File: src/rtl/sar_seq_pkg.sv
// Shared types and helpers for the SAR conversion sequencer.
// Assumes a 3-bit resolution select passed in an 8-bit container.
package sar_seq_pkg;

    typedef enum logic [1:0] {
        PH_IDLE   = 2'd0,
        PH_BUF    = 2'd1,
        PH_DIRECT = 2'd2,
        PH_CONV   = 2'd3
    } phase_e;

    // Map the resolution select to a bit count: 0->8, 1->10, else 12.
    function automatic int res_to_bits(input logic [7:0] sel);
        case (sel)
            8'd0:    return 8;
            8'd1:    return 10;
            default: return 12;
        endcase
    endfunction

endpackage

File: src/rtl/sar_phase_ctrl.sv
// Phase controller: idle, buffered sample, direct sample, conversion.
// Captures channel, sample time and resolution on an accepted start.
// Assumes BUF_CYC < MIN_SMP so the direct phase is never empty.
module sar_phase_ctrl
    import sar_seq_pkg::*;
#(
    parameter int SMP_W   = 5,
    parameter int RES_W   = 3,
    parameter int CH_W    = 4,
    parameter int BUF_CYC = 2,
    parameter int MIN_SMP = 4
) (
    input  logic             clk,
    input  logic             rst_n,
    input  logic             start_i,
    input  logic [CH_W-1:0]  chan_i,
    input  logic [SMP_W-1:0] smp_i,
    input  logic [RES_W-1:0] res_i,
    input  logic             last_i,
    output phase_e           phase_o,
    output logic             busy_o,
    output logic [CH_W-1:0]  chan_o,
    output logic [RES_W-1:0] res_o
);

    phase_e            phase_q;
    logic [SMP_W-1:0]  cnt_q;
    logic [SMP_W-1:0]  dir_last_q;
    logic [CH_W-1:0]   chan_q;
    logic [RES_W-1:0]  res_q;
    logic [SMP_W-1:0]  smp_eff;

    // Clamp short sample times to the minimum.
    always_comb begin
        smp_eff = (smp_i < SMP_W'(MIN_SMP)) ? SMP_W'(MIN_SMP) : smp_i;
    end

    // Phase sequencing and capture of the conversion setup.
    always_ff @(posedge clk) begin
        if (!rst_n) begin
            phase_q    <= PH_IDLE;
            cnt_q      <= '0;
            dir_last_q <= '0;
            chan_q     <= '0;
            res_q      <= '0;
        end else begin
            case (phase_q)
                PH_IDLE: begin
                    if (start_i) begin
                        phase_q    <= PH_BUF;
                        cnt_q      <= '0;
                        chan_q     <= chan_i;
                        res_q      <= res_i;
                        dir_last_q <= smp_eff - SMP_W'(BUF_CYC + 1);
                    end
                end
                PH_BUF: begin
                    if (cnt_q == SMP_W'(BUF_CYC - 1)) begin
                        phase_q <= PH_DIRECT;
                        cnt_q   <= '0;
                    end else begin
                        cnt_q <= cnt_q + 1'b1;
                    end
                end
                PH_DIRECT: begin
                    if (cnt_q == dir_last_q) begin
                        phase_q <= PH_CONV;
                        cnt_q   <= '0;
                    end else begin
                        cnt_q <= cnt_q + 1'b1;
                    end
                end
                PH_CONV: begin
                    if (last_i) begin
                        phase_q <= PH_IDLE;
                    end
                end
                default: phase_q <= PH_IDLE;
            endcase
        end
    end

    assign phase_o = phase_q;
    assign busy_o  = (phase_q != PH_IDLE);
    assign chan_o  = chan_q;
    assign res_o   = res_q;

    AST_BUF_ENTRY: assert property (@(posedge clk) disable iff (!rst_n)
        (phase_q == PH_BUF && $past(phase_q) == PH_IDLE) |=> (phase_q == PH_BUF));
    AST_BUF_EXIT: assert property (@(posedge clk) disable iff (!rst_n)
        (phase_q == PH_BUF && $past(phase_q) == PH_BUF) |=> (phase_q == PH_DIRECT));
    AST_DIRECT_MIN: assert property (@(posedge clk) disable iff (!rst_n)
        (phase_q == PH_DIRECT && $past(phase_q) == PH_BUF) |=> (phase_q == PH_DIRECT));
    AST_CHAN_STABLE: assert property (@(posedge clk) disable iff (!rst_n)
        (busy_o && $past(busy_o)) |-> $stable(chan_o));
    AST_START_IGNORED: assert property (@(posedge clk) disable iff (!rst_n)
        (busy_o && start_i && phase_q != PH_CONV) |=> busy_o);

endmodule

File: src/rtl/sar_search.sv
// Successive-approximation register: one bit per cycle, MSB first.
// Reloads the MSB-only trial code whenever the conversion phase is off.
// Assumes res_i stays stable during the conversion phase.
module sar_search
    import sar_seq_pkg::*;
#(
    parameter int DATA_W = 12,
    parameter int RES_W  = 3
) (
    input  logic              clk,
    input  logic              rst_n,
    input  phase_e            phase_i,
    input  logic [RES_W-1:0]  res_i,
    input  logic              cmp_i,
    output logic [DATA_W-1:0] dac_o,
    output logic [DATA_W-1:0] code_o,
    output logic              last_o
);

    localparam int IDX_W = $clog2(DATA_W);
    localparam logic [DATA_W-1:0] TOP_CODE = {1'b1, {(DATA_W-1){1'b0}}};

    logic [DATA_W-1:0] sar_q;
    logic [IDX_W-1:0]  idx_q;
    logic [IDX_W-1:0]  lsb_idx;
    logic              in_conv;

    // Lowest bit position decided for the captured resolution.
    always_comb begin
        lsb_idx = IDX_W'(DATA_W - res_to_bits(8'(res_i)));
        in_conv = (phase_i == PH_CONV);
    end

    // Bit decision and advance to the next trial bit.
    always_ff @(posedge clk) begin
        if (!rst_n) begin
            sar_q <= '0;
            idx_q <= IDX_W'(DATA_W - 1);
        end else if (!in_conv) begin
            sar_q <= TOP_CODE;
            idx_q <= IDX_W'(DATA_W - 1);
        end else begin
            if (!cmp_i) begin
                sar_q[idx_q] <= 1'b0;
            end
            if (idx_q != lsb_idx) begin
                sar_q[idx_q - 1'b1] <= 1'b1;
                idx_q               <= idx_q - 1'b1;
            end
        end
    end

    // Final code including the decision of the current bit.
    always_comb begin
        code_o = sar_q;
        if (!cmp_i) begin
            code_o[idx_q] = 1'b0;
        end
    end

    assign dac_o  = in_conv ? sar_q : '0;
    assign last_o = in_conv && (idx_q == lsb_idx);

    AST_MSB_FIRST: assert property (@(posedge clk) disable iff (!rst_n)
        (in_conv && $past(phase_i) != PH_CONV) |-> (dac_o == TOP_CODE));
    AST_KEEP_HIGHER: assert property (@(posedge clk) disable iff (!rst_n)
        (in_conv && $past(in_conv) && $past(cmp_i) && !$past(last_o))
        |-> (dac_o[$past(idx_q)] == 1'b1));

endmodule

File: src/rtl/sar_result.sv
// Result register and one-cycle done pulse.
// Assumes last_i is high for a single cycle per conversion.
module sar_result #(
    parameter int DATA_W = 12
) (
    input  logic              clk,
    input  logic              rst_n,
    input  logic              last_i,
    input  logic [DATA_W-1:0] code_i,
    output logic [DATA_W-1:0] result_o,
    output logic              done_o
);

    // Capture the final code and flag it for one cycle.
    always_ff @(posedge clk) begin
        if (!rst_n) begin
            result_o <= '0;
            done_o   <= 1'b0;
        end else begin
            done_o <= last_i;
            if (last_i) begin
                result_o <= code_i;
            end
        end
    end

    AST_DONE_SINGLE: assert property (@(posedge clk) disable iff (!rst_n)
        done_o |=> !done_o);

endmodule

File: src/rtl/sar_conv_seq.sv
// Top of the SAR conversion sequencer: phase control, bit search and
// result register. Assumes cmp_i settles within a cycle of dac_code_o.
module sar_conv_seq
    import sar_seq_pkg::*;
#(
    parameter int DATA_W  = 12,
    parameter int CH_W    = 4,
    parameter int SMP_W   = 5,
    parameter int RES_W   = 3,
    parameter int BUF_CYC = 2,
    parameter int MIN_SMP = 4
) (
    input  logic              clk,
    input  logic              rst_n,
    input  logic              start_i,
    input  logic [CH_W-1:0]   chan_i,
    input  logic [SMP_W-1:0]  smp_time_i,
    input  logic [RES_W-1:0]  res_sel_i,
    input  logic              cmp_i,
    output logic              busy_o,
    output logic [CH_W-1:0]   chan_o,
    output logic              buf_en_o,
    output logic              direct_en_o,
    output logic              hold_o,
    output logic [DATA_W-1:0] dac_code_o,
    output logic [DATA_W-1:0] result_o,
    output logic              done_o
);

    phase_e            phase;
    logic [RES_W-1:0]  res_q;
    logic              last;
    logic [DATA_W-1:0] final_code;
    logic [DATA_W-1:0] low_mask;

    sar_phase_ctrl #(
        .SMP_W(SMP_W), .RES_W(RES_W), .CH_W(CH_W),
        .BUF_CYC(BUF_CYC), .MIN_SMP(MIN_SMP)
    ) u_ctrl (
        .clk(clk), .rst_n(rst_n), .start_i(start_i), .chan_i(chan_i),
        .smp_i(smp_time_i), .res_i(res_sel_i), .last_i(last),
        .phase_o(phase), .busy_o(busy_o), .chan_o(chan_o), .res_o(res_q)
    );

    sar_search #(.DATA_W(DATA_W), .RES_W(RES_W)) u_search (
        .clk(clk), .rst_n(rst_n), .phase_i(phase), .res_i(res_q),
        .cmp_i(cmp_i), .dac_o(dac_code_o), .code_o(final_code), .last_o(last)
    );

    sar_result #(.DATA_W(DATA_W)) u_result (
        .clk(clk), .rst_n(rst_n), .last_i(last), .code_i(final_code),
        .result_o(result_o), .done_o(done_o)
    );

    // Decode the phase into the three sample-path enables.
    always_comb begin
        buf_en_o    = (phase == PH_BUF);
        direct_en_o = (phase == PH_DIRECT);
        hold_o      = (phase == PH_CONV);
    end

    // Bits below the captured resolution, for the alignment check.
    always_comb begin
        low_mask = DATA_W'((1 << (DATA_W - res_to_bits(8'(res_q)))) - 1);
    end

    AST_PATHS_ONEHOT: assert property (@(posedge clk) disable iff (!rst_n)
        $onehot0({buf_en_o, direct_en_o, hold_o}));
    AST_BUSY_AT_DONE: assert property (@(posedge clk) disable iff (!rst_n)
        done_o |-> !busy_o);
    AST_RESULT_ALIGNED: assert property (@(posedge clk) disable iff (!rst_n)
        done_o |-> ((result_o & low_mask) == '0));
    AST_TRIAL_IN_RANGE: assert property (@(posedge clk) disable iff (!rst_n)
        hold_o |-> ((dac_code_o & low_mask) == '0));

endmodule

File: config.mk
export PLATFORM = sky130hd
export DESIGN_NAME = sar_conv_seq
export DESIGN_NICKNAME = d
export VERILOG_FILES = /design/src/rtl/sar_seq_pkg.sv /design/src/rtl/sar_phase_ctrl.sv /design/src/rtl/sar_search.sv /design/src/rtl/sar_result.sv /design/src/rtl/sar_conv_seq.sv
export SDC_FILE = /design/constraint.sdc
export NUM_CORES = 1
export LEC_CHECK = 0
export BUFFER_PORTS_ARGS = -buffer_cell sky130_fd_sc_hd__buf_2
export CAP_MARGIN = 20
export CORE_MARGIN = 2
export CORE_UTILIZATION = 55
export CTS_CLUSTER_DIAMETER = 120
export CTS_CLUSTER_SIZE = 24
export DETAILED_ROUTE_END_ITERATION = 12
export PLACE_DENSITY = 0.91
export SYNTH_ARGS = -nofsm -noshare
export SYNTH_HDL_FRONTEND = slang
export SYNTH_HIERARCHICAL = 1
export SYNTH_SLANG_ARGS = --single-unit
export TNS_END_PERCENT = 5
File: constraint.sdc
create_clock -name clk -period 2.7 [get_ports clk]
set_input_delay 0.27 -clock clk [delete_from_list [all_inputs] [get_ports clk]]
set_output_delay 0.27 -clock clk [all_outputs]
set_load 0.01 [all_outputs]
==> results.json, run 1 <==
{
  "maxCapViolCount": 0,
  "timing.rr.start": "u_search/idx_q[2]",
  "r2r_slack_ps": 510,
  "hold_viol": 0,
  "finalWorstSetupSlack_ps": 505,
  "core_area_um2": 4440,
  "gp_congestion": 0.919,
  "drv_slew": 0,
  "synth_warnings": 6,
  "synth_nets": 312,
  "drt-wirelength-per-cell_um": 14.7,
  "drt-total-wl_um": 5610,
  "grt_util_all_layers": 0.235,
  "ant_nets": 0,
  "diodes": 0,
  "hold-worst-slack_ps": 219,
  "worstSetupStartpoint": "u_search/idx_q[2]",
  "cp-end-kind": "flop",
  "io_pins": 49,
  "worst_pin_slew_ps": 544,
  "overflow": 0,
  "outcome": "completed",
  "max_freq_mhz": 456,
  "powerDensity_nw_per_um2": 668,
  "cp-endpoint": "u_ctrl/phase_o[0]",
  "slowest_stage": "dfxtp_1",
  "drt_iter0_drc": 182,
  "path_depth": 7,
  "slew_headroom": 0.637,
  "placed_cells": 374,
  "setup.worst_path.start_class": "flop",
  "vias": 2203,
  "antenna_found_initial": 0,
  "portBuffers": 48,
  "fin_cells": 382,
  "clockBufferDepth": 2,
  "htreeDepth": 2,
  "r2r_end": "u_ctrl/phase_o[0]",
  "setup_viol": 0,
  "nNetsFinal": 359,
  "viasPerCell": 5.77,
  "post_cts_buffers": 0,
  "path_buf_inv": 1,
  "hold_buffers": 0,
  "numCtsBuffers": 5,
  "cts_tree": "yes",
  "grt_pass1_wl_um": 9720,
  "reg2reg_depth": 7,
  "grt_pass1_vias": 2044,
  "p_leak_uw": 0.00128,
  "die_w_um": 72.5,
  "rows": 24,
  "clock_latency_ps": 310,
  "cts-root-buf": "clkbuf_8",
  "synth_seq_cells": 48,
  "yosys_most_used_dff": "dfxtp_1",
  "drc": 0,
  "cts.sinks": 48,
  "dp_hpwl_um": 4000,
  "start_util": 0.581,
  "dieHeight_um": 72.5,
  "crit_family": "compound AO/OA/AOI/OAI gates",
  "dr.pass1.iters": 4,
  "ys_async_sr_fraction": 0,
  "syn_inst": 282,
  "syn_area_um2": 2580,
  "skew_ps": 14.4,
  "ctsResizeCount": 0,
  "grt_max_degree": 27,
  "syn_avg_cell_area_um2": 9.15,
  "setup_tns_ps": 0,
  "max_stage_delay_ps": 410,
  "cp_cell_sequence": "nor4_1 > nand4_1 > a21oi_1 > inv_1 > a221oi_2 > o211ai_2 > o311a_1",
  "synth_cell_types": 51,
  "cp_max_fo": 10,
  "crit_type": "reg2reg",
  "clk_pin_slew_ps": 90,
  "die_area_um2": 5260,
  "rsz0062_at_grt": "no",
  "syn_to_final_growth_pct": 14.1,
  "fin_crit_sh": 0.813,
  "crit_arrival_ps": 2400,
  "ir_worst_vdd_mv": 0.470,
  "drive_gt1_frac": 0.224,
  "fin_crit_ps": 2190,
  "holdCritPathClass": "in2reg",
  "synth_edf_count": 0,
  "place_ws_ps": 589,
  "crit_required_ps": 2900,
  "ys_seq_area_frac": 0.372
}
-- worst min-delay path by stage --
stage / endpoint / slack, ps / cells past startpoint / from
global route: u_ctrl/chan_o[3] / 220 / 3 / chan_i[3]
finish: u_ctrl/chan_o[2] / 220 / 3 / chan_i[2]
CTS: u_ctrl/chan_o[2] / 210 / 3 / chan_i[2]
global placement: u_ctrl/chan_o[3] / 450 / 2 / u_ctrl/chan_o[3]
floorplan: u_ctrl/dir_last_q[0] / 370 / 1 / smp_time_i[0]
detailed placement: u_ctrl/chan_o[2] / 460 / 2 / u_ctrl/chan_o[2]
-- placed cells by master, fill, tap and decap left out, types with 3 or more instances in the layout --
cell type and n:
nand3_1 12, ha_1 14, nor2b_1 21, xor2_1 7, o2bb2ai_1 8, and3_1 14, nand2_1 33, o21ai_0 7
dfxtp_1 48, inv_1 10, a21boi_0 21, nor2_1 6, a21oi_1 6, buf_4 5, mux2i_1 14, clkbuf_8 5
nor3_1 5, buf_2 48, a22o_1 3
-- cells in the mapped netlist (all sizes together), types with 2 or more instances --
cell type / instances / area, um^2
a22o: 3 / 26.3
nor3: 6 / 35.0
xor2: 7 / 61.3
xnor2: 2 / 17.5
clkbuf: 7 / 26.3
mux2i: 14 / 140
o211ai: 2 / 20.0
buf: 6 / 63.8
a21boi: 21 / 158
dfxtp: 48 / 961
nand3: 13 / 70.1
o2bb2ai: 8 / 70.1
a22oi: 2 / 15.0
a31oi: 2 / 12.5
ha: 14 / 175
nor2b: 21 / 131
o21ai: 8 / 43.8
and3: 14 / 87.6
a21oi: 6 / 30.0
and2: 5 / 36.3
nor2: 6 / 22.5
and2b: 3 / 23.8
nand2: 33 / 124
a211oi: 2 / 15.0
inv: 10 / 37.5
o31ai: 2 / 15.0
nand4: 2 / 12.5
-- sequential cells by signal (all words and copies together), names as in the netlist --
name / cells
u_result/result_o: 12
u_search/sar_q: 12
u_ctrl/cnt_q: 5
u_ctrl/dir_last_q: 5
u_ctrl/chan_o: 4
u_search/idx_q: 4
u_ctrl/res_o: 3
u_ctrl/phase_o: 2
u_result/done_o: 1
-- per-layer routing --
layer / track usage / part of all wire / vias to the layer above / wire (um)
li1: - / - / 1082 / -
met1: 0.312 / 0.47 / 1037 / 2620
met2: 0.386 / 0.46 / 77 / 2610
met3: 0.0528 / 0.059 / 7 / 332
met4: 0.0638 / 0.010 / 0 / 56
met5: 0 / 0 / - / 0
-- worst min-delay path, delay by kind of cell --
family | cells | cell delay [ps]
buffers and inverters | 1 | 90
AOI/OAI and AO/OA | 1 | 70
and+or+nand+nor | 1 | 40
-- cell type report --
class,count,area (um^2)
fillers,381,1500
multi-input cells,211,1490
flip-flops and latches,48,961
well taps,52,65.1
clock buffers,5,68.8
clock inverters,3,42.5
repair buffers,53,278
inverters,10,37.5
-- power breakdown --
group | total [uW] | switching [uW] | leakage, uW | internal, uW
Clock | 518 | 244 | 0.0000541 | 274
Combinational | 631 | 397 | 0.000836 | 234
Sequential | 818 | 49.5 | 0.000389 | 768
Total | 1970 | 690 | 0.00128 | 1280
-- logic make-up after synthesis --
logic type | count (synthesis) | synth area share
muxes | 14 | 0.0543
and+or+nand+nor | 110 | 0.239
AOI/OAI and AO/OA | 64 | 0.187
adders and majority gates | 14 | 0.0679
DFF | 48 | 0.372
xor gates and xnor gates | 9 | 0.0305
buffers and inverters | 23 | 0.0494
-- stage by stage --
step                 util  power, uW  instance area, um^2
floorplan               -       1270                 2580
global placement    0.638       1420                 2830
detailed placement  0.638       1450                 2830
CTS                 0.663       1970                 2950
global route        0.663       2090                 2950
finish              0.663       1970                 2950
(Power assumes the default switching activity.)
==> inputs of run 2 (changes only) <==
--- a/config.mk
+++ b/config.mk
@@ -8,11 +8,11 @@
 export BUFFER_PORTS_ARGS = -buffer_cell sky130_fd_sc_hd__buf_2
 export CAP_MARGIN = 20
 export CORE_MARGIN = 2
-export CORE_UTILIZATION = 55
+export CORE_UTILIZATION = 50
 export CTS_CLUSTER_DIAMETER = 120
 export CTS_CLUSTER_SIZE = 24
 export DETAILED_ROUTE_END_ITERATION = 12
-export PLACE_DENSITY = 0.91
+export PLACE_DENSITY = 0.88
 export SYNTH_ARGS = -nofsm -noshare
 export SYNTH_HDL_FRONTEND = slang
 export SYNTH_HIERARCHICAL = 1
==> constraint.sdc (replaced) <==
create_clock -name clk -period 1.9 [get_ports clk]
set_input_delay 0.19 -clock clk [delete_from_list [all_inputs] [get_ports clk]]
set_output_delay 0.19 -clock clk [all_outputs]
set_load 0.01 [all_outputs]
==> run 2 against run 1 <==
Effect of this change: die area rose by 9.4%; hold slack got worse by 100 ps; final area rose by 6.0%; non-clock buffer count rose by 14; clock skew rose by 0.75 ps; via count rose by 2.0%; first-iteration DRC count fell by 34%; global-route usage fell by 1.9 points; total power rose by 54%; clock power rose by 71%; largest cell class unchanged; clock-buffer cell count did not move; flip-flop and latch count did not move.
==> results.json, run 2 (synthesis gave the netlist of run 1 again) <==
{
  "setup_tns_ps": 0,
  "io_pins": 49,
  "ant_nets": 0,
  "drive_gt1_frac": 0.270,
  "drt-wirelength-per-cell_um": 14.5,
  "numCtsBuffers": 5,
  "reg_top3": "u_result/result_o (12), u_search/sar_q (12)",
  "dieHeight_um": 75.9,
  "drt_iter0_drc": 120,
  "portBuffers": 48,
  "grt_pass1_wl_um": 9650,
  "skew_ps": 15.2,
  "drv_slew": 0,
  "clk_pin_slew_ps": 90,
  "ir_worst_vdd_mv": 0.696,
  "worst_pin_slew_ps": 370,
  "core_area_um2": 5040,
  "grt_util_all_layers": 0.216,
  "overflow": 0,
  "antenna_found_initial": 0,
  "slew_headroom": 0.752,
  "grt_max_degree": 21,
  "hold_viol": 0,
  "fin_crit_sh": 0.994,
  "diodes": 0,
  "vias": 2248,
  "powerDensity_nw_per_um2": 972,
  "crit_arrival_ps": 2080,
  "viasPerCell": 5.43,
  "die_w_um": 75.9,
  "outcome": "completed",
  "grt_pass1_vias": 2130,
  "holdCritPathClass": "in2reg",
  "place_ws_ps": -39.2,
  "start_util": 0.512,
  "nNetsFinal": 373,
  "cts_tree": "yes",
  "rsz0062_at_grt": "yes",
  "cp-end-kind": "flop",
  "gp_congestion": 0.904,
  "fin_crit_ps": 1890,
  "dp_hpwl_um": 4440,
  "fin_area_um2": 3120,
  "cts.sinks": 48,
  "die_area_um2": 5750,
  "cp_max_fo": 4,
  "rows": 26,
  "setup.worst_path.start_class": "flop",
  "clock_latency_ps": 310,
  "cts-root-buf": "clkbuf_8",
  "finalWorstSetupSlack_ps": 10.5,
  "crit_type": "reg2reg",
  "fin_util": 0.619,
  "setup_viol": 0,
  "final_common_cell": "buf_2",
  "syn_to_final_growth_pct": 20.9,
  "hold-worst-slack_ps": 118,
  "max_freq_mhz": 529,
  "maxCapViolCount": 0,
  "drt-total-wl_um": 5990,
  "dr.pass1.iters": 4,
  "final_cell_mix": "buf_2 (48), dfxtp_1 (45), nand2_1 (33)",
  "hold_buffers": 0,
  "clockBufferDepth": 2,
  "place_area_um2": 2970,
  "htreeDepth": 2,
  "crit_required_ps": 2090,
  "drc": 0,
  "p_leak_uw": 0.00136
}
[run 2: report_power, final]
group          leakage (uW)  switching [uW]  internal, uW
Combinational      0.000905             571           397
Sequential         0.000390            85.4          1090
Clock             0.0000687             358           530
[run 2: final timing paths]
check / start / end / slack, ps / depth (start not counted)
max: u_search/idx_q[2] / u_ctrl/phase_o[0] / 10 / 7
min: smp_time_i[0] / u_ctrl/dir_last_q[0] / 120 / 2
max reg2reg: u_search/idx_q[2] / u_ctrl/phase_o[0] / 10 / 7
min reg2reg: u_ctrl/chan_o[3] / u_ctrl/chan_o[3] / 480 / 2
[run 2: per-stage QoR]
step	power (uW)	instances
2_1_floorplan	1810	282
3_5_place_dp	2150	405
4_1_cts	3040	413
3_3_place_gp	2100	405
6_report	3030	414
5_1_grt	3210	414
[run 2: area by class of cell]
type / instances / area [um^2]
timing repair buffer: 67 / 383
tap: 70 / 87.6
inverter: 10 / 37.5
sequential: 48 / 965
clock inverter: 3 / 68.8
multi-input combinational: 211 / 1510
clock buffer: 5 / 68.8
fill: 411 / 1920
[run 2: routing by layer]
| metal | global-route usage | wire length [um] |
|---|---|---|
| met3 | 0.0476 | 224 |
| met4 | 0.0624 | 64 |
| met5 | 0 | 0 |
| met2 | 0.365 | 3020 |
| met1 | 0.275 | 2680 |
[run 2: what timing repair did]
| item | in CTS | in global routing |
|---|---|---|
| gates resized for setup | 2 | 1 |
| setup buffers | 0 | 1 |
| endpoints found under the setup margin | 2 | 2 |
| pin swaps | 2 | 2 |
[run 2: worst max-delay path, stage by stage (launching register included)]
cell and delay [ps]:
dfxtp_2 350, nor4_4 280, nand4_1 160, a21oi_2 190, inv_1 60, a221oi_2 270, o211ai_2 160, o311a_1 310
==> inputs of run 3 (changes only) <==
==> constraint.sdc (replaced) <==
create_clock -name clk -period 1.68 [get_ports clk]
set_input_delay 0.168 -clock clk [delete_from_list [all_inputs] [get_ports clk]]
set_output_delay 0.168 -clock clk [all_outputs]
set_load 0.005 [all_outputs]
==> run 3 against run 2 <==
Effect of this change: non-clock buffer count increased by 8; critical path type unchanged; flip-flop and latch count unchanged; hold slack got worse by 16 ps; largest cell class unchanged; clock power increased by 12%; largest power group unchanged; the run now ends with setup timing left.
==> results.json, run 3 (synthesis gave the netlist of run 1 again) <==
{
  "outcome": "complete, but fails checks",
  "violations": "setup timing",
  "clock_latency_ps": 310,
  "reg2reg_depth": 7,
  "p_total_uw": 3470,
  "cts-root-buf": "clkbuf_8",
  "p_leak_uw": 0.00143,
  "slew_headroom": 0.714,
  "overflow": 0,
  "setup_viol": 18,
  "cts.sinks": 48,
  "core_area_um2": 5040,
  "fin_crit_sh": 1.12,
  "finalWorstSetupSlack_ps": -210,
  "die_w_um": 75.9,
  "diodes": 0,
  "rsz0062_at_grt": "yes",
  "htreeDepth": 2,
  "worst_pin_slew_ps": 426,
  "clockBufferDepth": 2,
  "gp_congestion": 0.941,
  "num-fill-cells": 406,
  "grt_util_all_layers": 0.225,
  "drive_gt1_frac": 0.304,
  "grt_pass1_vias": 2153,
  "worstHoldPathCells": 2,
  "dr.pass1.iters": 4,
  "fin_crit_ps": 1890,
  "hold_viol": 0,
  "die_area_um2": 5750,
  "nNetsFinal": 381,
  "max_freq_mhz": 529,
  "crit_arrival_ps": 2080,
  "final_common_cell": "buf_2",
  "placed_cells": 412,
  "crit_required_ps": 1870,
  "io_pins": 49,
  "maxCapViolCount": 0,
  "reg_top3": "u_result/result_o (12), u_search/sar_q (12)",
  "skew_ps": 13.2,
  "portBuffers": 48,
  "drt_iter0_drc": 150,
  "clk_pin_slew_ps": 90,
  "vias": 2296,
  "syn_to_final_growth_pct": 24.7,
  "numCtsBuffers": 5,
  "drt-total-wl_um": 6340,
  "grt_max_degree": 18,
  "drc": 0,
  "dp_hpwl_um": 4510,
  "antenna_found_initial": 0,
  "fin_cells": 422,
  "powerDensity_nw_per_um2": 1080,
  "drt-wirelength-per-cell_um": 15.0,
  "rows": 26,
  "ant_nets": 0,
  "cp-end-kind": "flop",
  "cp_max_fo": 4,
  "final_cell_mix": "buf_2 (48), dfxtp_1 (44), nand2_1 (33)",
  "drv_slew": 0,
  "crit_type": "reg2reg",
  "grt_pass1_wl_um": 9870,
  "holdCritPathClass": "in2reg",
  "start_util": 0.512,
  "ir_worst_vdd_mv": 0.832,
  "setup_tns_ps": -1470,
  "dieHeight_um": 75.9,
  "setup.worst_path.start_class": "flop",
  "viasPerCell": 5.44,
  "cts_tree": "yes"
}
## run 3: path summary, 6_finish.rpt
kind	start	end	slack, ps
min reg2reg	u_ctrl/chan_o[2]	u_ctrl/chan_o[2]	470
max reg2reg	u_search/idx_q[2]	u_ctrl/phase_o[0]	-210
max	u_search/idx_q[2]	u_ctrl/phase_o[0]	-210
min	smp_time_i[0]	u_ctrl/dir_last_q[0]	100
## run 3: critical path, cell delays in order, from the launching register on
cell      delay [ps]
dfxtp_2          350
nor4_4           270
nand4_1          170
a21oi_2          200
inv_1             70
a221oi_2         260
o211ai_2         150
o311a_1          300
## run 3: layout make-up
type	instances	area (um^2)	share of cell area
clock buffers	5	68.8	0.0214
clock inverters	3	68.8	0.0214
inverters	10	37.5	0.0117
multi-input cells	211	1530	0.476
flip-flops and latches	48	968	0.301
well taps	70	87.6	0.0272
repair buffers	75	455	0.141
## run 3: where the power goes
group | switching (uW) | internal [uW] | leakage [uW]
Clock | 399 | 599 | 0.0000687
Sequential | 89.3 | 1240 | 0.000391
Combinational | 666 | 478 | 0.000966
## run 3: per-stage QoR
stage                      util  setup slack [ps]  instance area, um^2  hold WS (ps)
after CTS                 0.634              -202                 3200          94.0
after floorplan               -              -211                 2600           269
after detailed placement  0.600              -229                 3030           419
final                     0.638              -210                 3220           102
after global placement    0.600              -150                 3030           407
after global routing      0.638              -264                 3220          98.8
## run 3: metal layers
layer | track usage | part of all wire
met1 | 0.278 | 0.43
met2 | 0.392 | 0.50
met3 | 0.0476 | 0.061
met4 | 0.0702 | 0.011
met5 | 0 | 0
## run 3: repair_timing
action | in CTS | in global routing
gates resized for setup | 8 | 6
setup buffers | 1 | 1
hold buffers | 0 | 0
pin swaps | 2 | 4
endpoints found under the setup margin | 19 | 22
